<file path="config.mk">
export PLATFORM = sky130hd
export DESIGN_NAME = tcs_seq
export DESIGN_NICKNAME = d
export VERILOG_FILES = /design/src/rtl/tcs_pkg.sv /design/src/rtl/tcs_ctrl.sv /design/src/rtl/tcs_dpath.sv /design/src/rtl/tcs_seq.sv
export SDC_FILE = /design/constraint.sdc
export NUM_CORES = 1
export LEC_CHECK = 0
export BUFFER_PORTS_ARGS = -buffer_cell sky130_fd_sc_hd__buf_2
export CORE_MARGIN = 4
export CORE_UTILIZATION = 40
export DETAILED_ROUTE_END_ITERATION = 12
export PLACE_DENSITY = 0.69
export SLEW_MARGIN = 20
export SYNTH_ARGS = -nofsm -noshare
export SYNTH_HDL_FRONTEND = slang
export SYNTH_SLANG_ARGS = --single-unit
export TNS_END_PERCENT = 5
</file>
<file path="constraint.sdc">
create_clock -name clk -period 2.6 [get_ports clk]
set_clock_uncertainty 0.15 [all_clocks]
set_input_delay 0.65 -clock clk [delete_from_list [all_inputs] [get_ports clk]]
set_output_delay 0.65 -clock clk [all_outputs]
set_load 0.005 [all_outputs]
</file>
<file path="src/rtl/tcs_pkg.sv">
package tcs_pkg;

  localparam int NUM_ENTRIES = 4;
  localparam int IDX_W       = 2;
  localparam int FIELD_W     = 8;
  localparam int LAST_TX_IDX = 2;
  localparam int RX_IDX      = 3;
  localparam int POLY_N      = 4;

  typedef enum logic [1:0] {
    SEQ_IDLE,
    SEQ_READ,
    SEQ_WAIT,
    SEQ_WRITE
  } seqState_t;

  // strobes from control to datapath
  typedef struct packed {
    logic loadCfg;
    logic captureRd;
    logic nextEntry;
  } seqStrobe_t;

  // register offset of each list entry; order is the update order
  function automatic logic [FIELD_W-1:0] entryOffset(input int i);
    case (i)
      0:       return 8'h06;
      1:       return 8'h07;
      2:       return 8'h08;
      default: return 8'h0A;
    endcase
  endfunction

  // owned bits of each entry
  function automatic logic [FIELD_W-1:0] entryMask(input int i);
    case (i)
      0:       return 8'hCF;
      1:       return 8'hE4;
      2:       return 8'h10;
      default: return 8'h90;
    endcase
  endfunction

  // value placed into the owned bits
  function automatic logic [FIELD_W-1:0] entryValue(input int i,
                                                    input logic [POLY_N-1:0] polyHot,
                                                    input logic txInv,
                                                    input logic rxInv);
    case (i)
      0:       return 8'h44;
      1:       return {polyHot[2], polyHot[1], polyHot[0], 2'b00, txInv, 2'b00};
      2:       return {3'b000, polyHot[3], 4'b0000};
      default: return {1'b1, 2'b00, rxInv, 4'b0000};
    endcase
  endfunction

endpackage

</file>
<file path="src/rtl/tcs_ctrl.sv">
module tcs_ctrl
  import tcs_pkg::*;
(
  input  logic       clk,
  input  logic       rstN,
  input  logic       startPulse,
  input  logic [1:0] sideSel,
  input  logic       isLast,
  input  logic       busWaitReq,
  input  logic       busRdValid,
  output seqStrobe_t strobe,
  output logic       busRead,
  output logic       busWrite,
  output logic       busy,
  output logic       donePulse
);

  seqState_t state;
  seqState_t nextState;
  logic      doneNext;

  always_comb begin
    nextState = state;
    strobe    = '0;
    doneNext  = 1'b0;
    busRead   = 1'b0;
    busWrite  = 1'b0;
    case (state)
      SEQ_IDLE: begin
        if (startPulse && (sideSel != 2'b00)) begin
          strobe.loadCfg = 1'b1;
          nextState      = SEQ_READ;
        end
      end
      SEQ_READ: begin
        busRead = 1'b1;
        if (!busWaitReq) nextState = SEQ_WAIT;
      end
      SEQ_WAIT: begin
        if (busRdValid) begin
          strobe.captureRd = 1'b1;
          nextState        = SEQ_WRITE;
        end
      end
      SEQ_WRITE: begin
        busWrite = 1'b1;
        if (!busWaitReq) begin
          if (isLast) begin
            nextState = SEQ_IDLE;
            doneNext  = 1'b1;
          end else begin
            strobe.nextEntry = 1'b1;
            nextState        = SEQ_READ;
          end
        end
      end
      default: nextState = SEQ_IDLE;
    endcase
  end

  always_ff @(posedge clk) begin
    if (!rstN) begin
      state     <= SEQ_IDLE;
      donePulse <= 1'b0;
    end else begin
      state     <= nextState;
      donePulse <= doneNext;
    end
  end

  assign busy = (state != SEQ_IDLE);

endmodule

</file>
<file path="src/rtl/tcs_dpath.sv">
module tcs_dpath
  import tcs_pkg::*;
#(
  parameter int ADDR_W = 12,
  parameter int DATA_W = 32
) (
  input  logic              clk,
  input  logic              rstN,
  input  seqStrobe_t        strobe,
  input  logic [1:0]        sideSel,
  input  logic [1:0]        polySel,
  input  logic              txInvSel,
  input  logic              rxInvSel,
  input  logic [DATA_W-1:0] busRdata,
  output logic [ADDR_W-1:0] busAddr,
  output logic [DATA_W-1:0] busWdata,
  output logic              isLast
);

  localparam logic [IDX_W-1:0] RX_SLOT   = IDX_W'(RX_IDX);
  localparam logic [IDX_W-1:0] TX_LAST   = IDX_W'(LAST_TX_IDX);
  localparam int               UPPER_W   = DATA_W - FIELD_W;

  logic [IDX_W-1:0]  idx;
  logic              rxOn;
  logic [POLY_N-1:0] polyHot;
  logic              txInv;
  logic              rxInv;
  logic [DATA_W-1:0] rdHold;

  logic [FIELD_W-1:0] entOfs  [NUM_ENTRIES];
  logic [FIELD_W-1:0] entMask [NUM_ENTRIES];
  logic [FIELD_W-1:0] entVal  [NUM_ENTRIES];
  logic [FIELD_W-1:0] mergedLow;

  // settings are frozen at the accepted start
  always_ff @(posedge clk) begin
    if (!rstN) begin
      idx     <= '0;
      rxOn    <= 1'b0;
      polyHot <= '0;
      txInv   <= 1'b0;
      rxInv   <= 1'b0;
    end else if (strobe.loadCfg) begin
      rxOn    <= sideSel[1];
      polyHot <= POLY_N'(1) << polySel;
      txInv   <= txInvSel;
      rxInv   <= rxInvSel;
      idx     <= sideSel[0] ? '0 : RX_SLOT;
    end else if (strobe.nextEntry) begin
      idx <= idx + 1'b1;
    end
  end

  always_ff @(posedge clk) begin
    if (!rstN) begin
      rdHold <= '0;
    end else if (strobe.captureRd) begin
      rdHold <= busRdata;
    end
  end

  for (genvar g = 0; g < NUM_ENTRIES; g++) begin : g_entry
    assign entOfs[g]  = entryOffset(g);
    assign entMask[g] = entryMask(g);
    assign entVal[g]  = entryValue(g, polyHot, txInv, rxInv);
  end

  always_comb begin
    mergedLow = (rdHold[FIELD_W-1:0] & ~entMask[idx]) | (entVal[idx] & entMask[idx]);
  end

  if (UPPER_W > 0) begin : g_upper
    assign busWdata = {rdHold[DATA_W-1:FIELD_W], mergedLow};
  end else begin : g_noupper
    assign busWdata = mergedLow[DATA_W-1:0];
  end

  assign busAddr = ADDR_W'(entOfs[idx]);
  assign isLast  = (idx == RX_SLOT) || ((idx == TX_LAST) && !rxOn);

endmodule

</file>
<file path="src/rtl/tcs_seq.sv">
module tcs_seq
  import tcs_pkg::*;
#(
  parameter int ADDR_W = 12,
  parameter int DATA_W = 32
) (
  input  logic              clk,
  input  logic              rstN,
  input  logic              startPulse,
  input  logic [1:0]        sideSel,
  input  logic [1:0]        polySel,
  input  logic              txInvSel,
  input  logic              rxInvSel,
  output logic              busy,
  output logic              donePulse,
  output logic [ADDR_W-1:0] busAddr,
  output logic              busRead,
  output logic              busWrite,
  output logic [DATA_W-1:0] busWdata,
  input  logic [DATA_W-1:0] busRdata,
  input  logic              busRdValid,
  input  logic              busWaitReq
);

  seqStrobe_t strobe;
  logic       isLast;

  tcs_ctrl ctrl_i (
    .clk        (clk),
    .rstN       (rstN),
    .startPulse (startPulse),
    .sideSel    (sideSel),
    .isLast     (isLast),
    .busWaitReq (busWaitReq),
    .busRdValid (busRdValid),
    .strobe     (strobe),
    .busRead    (busRead),
    .busWrite   (busWrite),
    .busy       (busy),
    .donePulse  (donePulse)
  );

  tcs_dpath #(
    .ADDR_W (ADDR_W),
    .DATA_W (DATA_W)
  ) dpath_i (
    .clk      (clk),
    .rstN     (rstN),
    .strobe   (strobe),
    .sideSel  (sideSel),
    .polySel  (polySel),
    .txInvSel (txInvSel),
    .rxInvSel (rxInvSel),
    .busRdata (busRdata),
    .busAddr  (busAddr),
    .busWdata (busWdata),
    .isLast   (isLast)
  );

endmodule

</file>
==> flow_results.org <==
** CTS
- The clock tree synthesis step divided the H-tree into 2 levels.
- Cell at the root of the clock tree :: clkbuf_8
- Hold buffer count at cts :: 0
- Once the clock tree was built, the setup fixing pass inserted 0 buffers.
- No sink is reached through more buffers than the 2 on the longest clock path.
- Number of clock sinks seen by CTS :: 44
- Number of instances resized during post-cts repair :: 0
- For the worst-skew pair, the clock arrives at the later sink with an insertion delay of 290 ps.
- After clock tree synthesis, the clock-pin slew on the worst setup and hold paths is 80 ps.
- TritonCTS built the clock tree.
- Number of buffers added by the clock tree synthesis step :: 5

** Global routing
- The via count of the first global-routing pass was 1579.
- Entering global routing, the biggest net connects 33 pins.
- Overall global routing resource usage :: 0.1385
- The first global-routing pass estimated roughly 7000 µm of wire.
- GRT overflow :: 0
- The number of antenna violations at the first check in global routing was 0.

** Hold path
- For hold timing, the worst endpoint is dpath_i.rdHold[30].
- The worst hold path belongs to the class reg2reg.
- Counting instances, the worst hold path has a depth of 2.
- In this run the most critical hold path is launched from dpath_i.rdHold[30].

** Worst setup path
- Nature of the critical path startpoint :: register
- Endpoint of the worst register-to-register path :: dpath_i.idx[1]
- The worst setup path is of the reg2out kind.
- The number of cells on the worst reg-to-reg path is 5.
- In this run the worst path has a maximum fanout of 11.
- Slowest stage delay, CP :: between 400 and 500 ps
- The slowest stage of the critical path belongs to the cell dfxtp_1.
- The critical path goes through inv_1 -> ha_1 -> nand2_1 -> o32ai_1 -> buf_2.
- The startpoint identified for the worst register-to-register timing path is dpath_i.idx[0].
- STA puts the critical path data required time at 1800 ps.
- Data arrival time of the critical path :: 1580 ps
- The worst setup path is captured at a primary output.
- Setup slack on the worst reg-to-reg path comes out at just under 700 ps.

** Status
- The flow ran to the end, and the final reports show no timing, DRC or antenna violations.

** Detailed routing
- The pre-antenna-repair detailed-routing pass consisted of 4 iterations.
- Mean routed wirelength per cell :: 11.76 µm
- Using the TritonRoute via totals, the vias-per-cell ratio works out to 4.503.
- In the routed design, unresolved DRC markers number 0.
- The detail route stage leaves a number of antenna-violating nets equal to 0.
- Detailed routing inserted a total of 1747 vias.
- Summed over all layers, the routed wires come to 4562 µm.
- Drt first-iter violations :: 35

** Synth
- Among all flip-flop cells after synthesis, the most frequent one is dfxtp_1.
- Mean cell area of the mapped netlist :: 7.934 µm²
- The number of different library cells used by synthesis comes to 27.
- Of the post-synthesis cell area, the dominant cell type holds 0.4205.
- In the synthesized netlist, the cells that appear most often are nand2_1, dfxtp_1, a21oi_1, buf_4, nor2_1.
- In this run, synthesis inferred 0 flip-flops with an integrated enable.
- Post-Syn Area :: 2095 µm²
- The biggest area contributor in the post-synthesis netlist is dfxtp_1.
- Post-synthesis register bit count :: 44
- Sequential cell area fraction in the yosys report :: 0.4205
- Ranked by total cell area, the synthesized netlist is headed by dfxtp_1, nand2_1, buf_4.
- Most used standard cell by instance count after synthesis :: nand2_1
- Count of warnings emitted by yosys :: 0
- Synthesized instance count :: 264
- For this run, asynchronously set or reset flops after synthesis account for 0.

** Floorplan
- Top-level I/O count :: 91
- Initial standard-cell utilization of the core :: 0.4101
- The die covers 6458 µm².
- The die is 80.36 µm wide.
- Die boundary height :: 80.36 µm
- After floorplanning, the core was sized to cover slightly above 5000 µm².
- Site Rows :: 26

** Finish
- The area growth from synthesis to layout is 18.16%.
- Count of antenna diodes in the layout :: 0
- In the final layout, the share of cells above drive strength 1 is 0.3019.
- End-of-flow core utilization :: 0.4846
- Summing all multi-input logic gate instances after layout gives 890.9 µm².
- After the last flow step, the layout net total stands at 369.
- The sequential cells in the finished layout cover a total of 880.8 µm².
- Fill cell instance count of the final layout :: 518

** STA
- Number of failing hold endpoints at the final stage :: 0
- Adding up every negative setup slack in the final design gives 0 ps.
- Max-slew violation total from the final report :: 0
- Fmax :: 420.0 MHz
- Unrepaired setup endpoints after global routing :: no
- After layout, the minimum clock period comes to 2381 ps.
- Setup violations remaining at the end of the flow were counted as 0.
- Of the available clock period, the critical path in the final layout requires 0.9156.

** Place
- HPWL after DPL :: 3350 µm
- Placer congestion estimate :: 0.8407
- Port buffer count :: 82

** Flow run
- Max-cap viol count :: 0

** Pwr
- In this run the power density over the cells is approximately 760 nW/µm².
- Summing internal, switching and leakage power gives 1.879 mW.
- Largest vdd supply drop :: about 370 µV
- Static Leakage :: 1.103 nW
## registers in the layout (all words and copies together) (netlist names)
register	count
ctrl_i.donePulse	1
ctrl_i.state	2
dpath_i.rxOn	1
dpath_i.txInv	1
dpath_i.rxInv	1
dpath_i.rdHold	32
dpath_i.idx	2
dpath_i.polyHot	4
## cells in the final DEF (no fill, tap or decap), types with 3 or more instances in the layout
master,Yosys,layout
a21oi_1,42,42
buf_2,3,82
buf_4,34,3
clkbuf_8,0,6
conb_1,1,8
dfxtp_1,44,44
ha_1,9,9
inv_1,10,10
mux2i_1,5,5
nand2_1,71,71
nor2_1,11,11
nor2b_1,3,3
o21ai_0,3,3
## cells by family (layout without fill, tap and decap cells)
logic type / after synthesis / count (layout) / share of synthesized area
AND/OR/NAND/NOR: 92 / 92 / 0.1762
buffers and inverters: 58 / 105 / 0.1667
AO/OA/AOI/OAI: 54 / 54 / 0.1529
flip-flops: 44 / 44 / 0.4205
adder cells (fa/ha/maj): 9 / 9 / 0.05376
multiplexers: 5 / 5 / 0.02390
other: 1 / 8 / 0.001790
XOR/XNOR: 1 / 1 / 0.004182
## report_power, final
part           switching (mW)  total (mW)  internal [mW]
registers              0.0608       0.811          0.750
clock network           0.233       0.547          0.314
logic                   0.293       0.521          0.227
## area by class of cell
cell class,instances,share of cell area
clock buffer,6,0.03337
clock inverter,2,0.01567
inverter,11,0.01668
multi-input combinational,169,0.3600
sequential,44,0.3559
tap,70,0.03539
timing repair buffer,86,0.1830
## worst max-delay path: cells and delay by family, from the launching register on
| family | cells | cell delay (ps) |
|---|---|---|
| and+or+nand+nor | 1 | 70 |
| DFF | 1 | 420 |
| buffers and inverters | 2 | 360 |
| adders and majority gates | 1 | 210 |
| AOI/OAI and AO/OA | 1 | 230 |
## layer usage
| layer | wire [µm] | track usage | vias up |
|---|---|---|---|
| li1 | - | - | 912 |
| met1 | 1935 | 0.1599 | 772 |
| met2 | 2202 | 0.2359 | 58 |
| met3 | 375 | 0.05045 | 5 |
| met4 | 48 | 0.04561 | 0 |
| met5 | 0 | 0 | - |
## how the worst max path moves through the flow
stage	slack, ps	depth (start not counted)	start	end
after floorplan	660	5	dpath_i.idx[1]	busWdata[5]
after global placement	590	5	dpath_i.idx[1]	busWdata[5]
after detailed placement	550	5	dpath_i.idx[1]	busWdata[5]
after CTS	200	5	dpath_i.idx[1]	busWdata[5]
after global routing	80	4	dpath_i.idx[1]	busWdata[1]
final	220	5	dpath_i.idx[1]	busWdata[5]
## metrics by stage
| step | hold WS, ps | instance area, µm² | cells | setup slack, ps |
|---|---|---|---|---|
| 2_1_floorplan | 281.8 | 2121 | 271 | 657.5 |
| 3_3_place_gp | 287.2 | 2354 | 380 | 594.2 |
| 3_5_place_dp | 292.1 | 2354 | 380 | 547.9 |
| 4_1_cts | 304.6 | 2475 | 388 | 201.4 |
| 5_1_grt | 318.2 | 2475 | 388 | 79.58 |
| 6_report | 302.8 | 2475 | 388 | 219.3 |
Power figures use the tool's default switching activity.
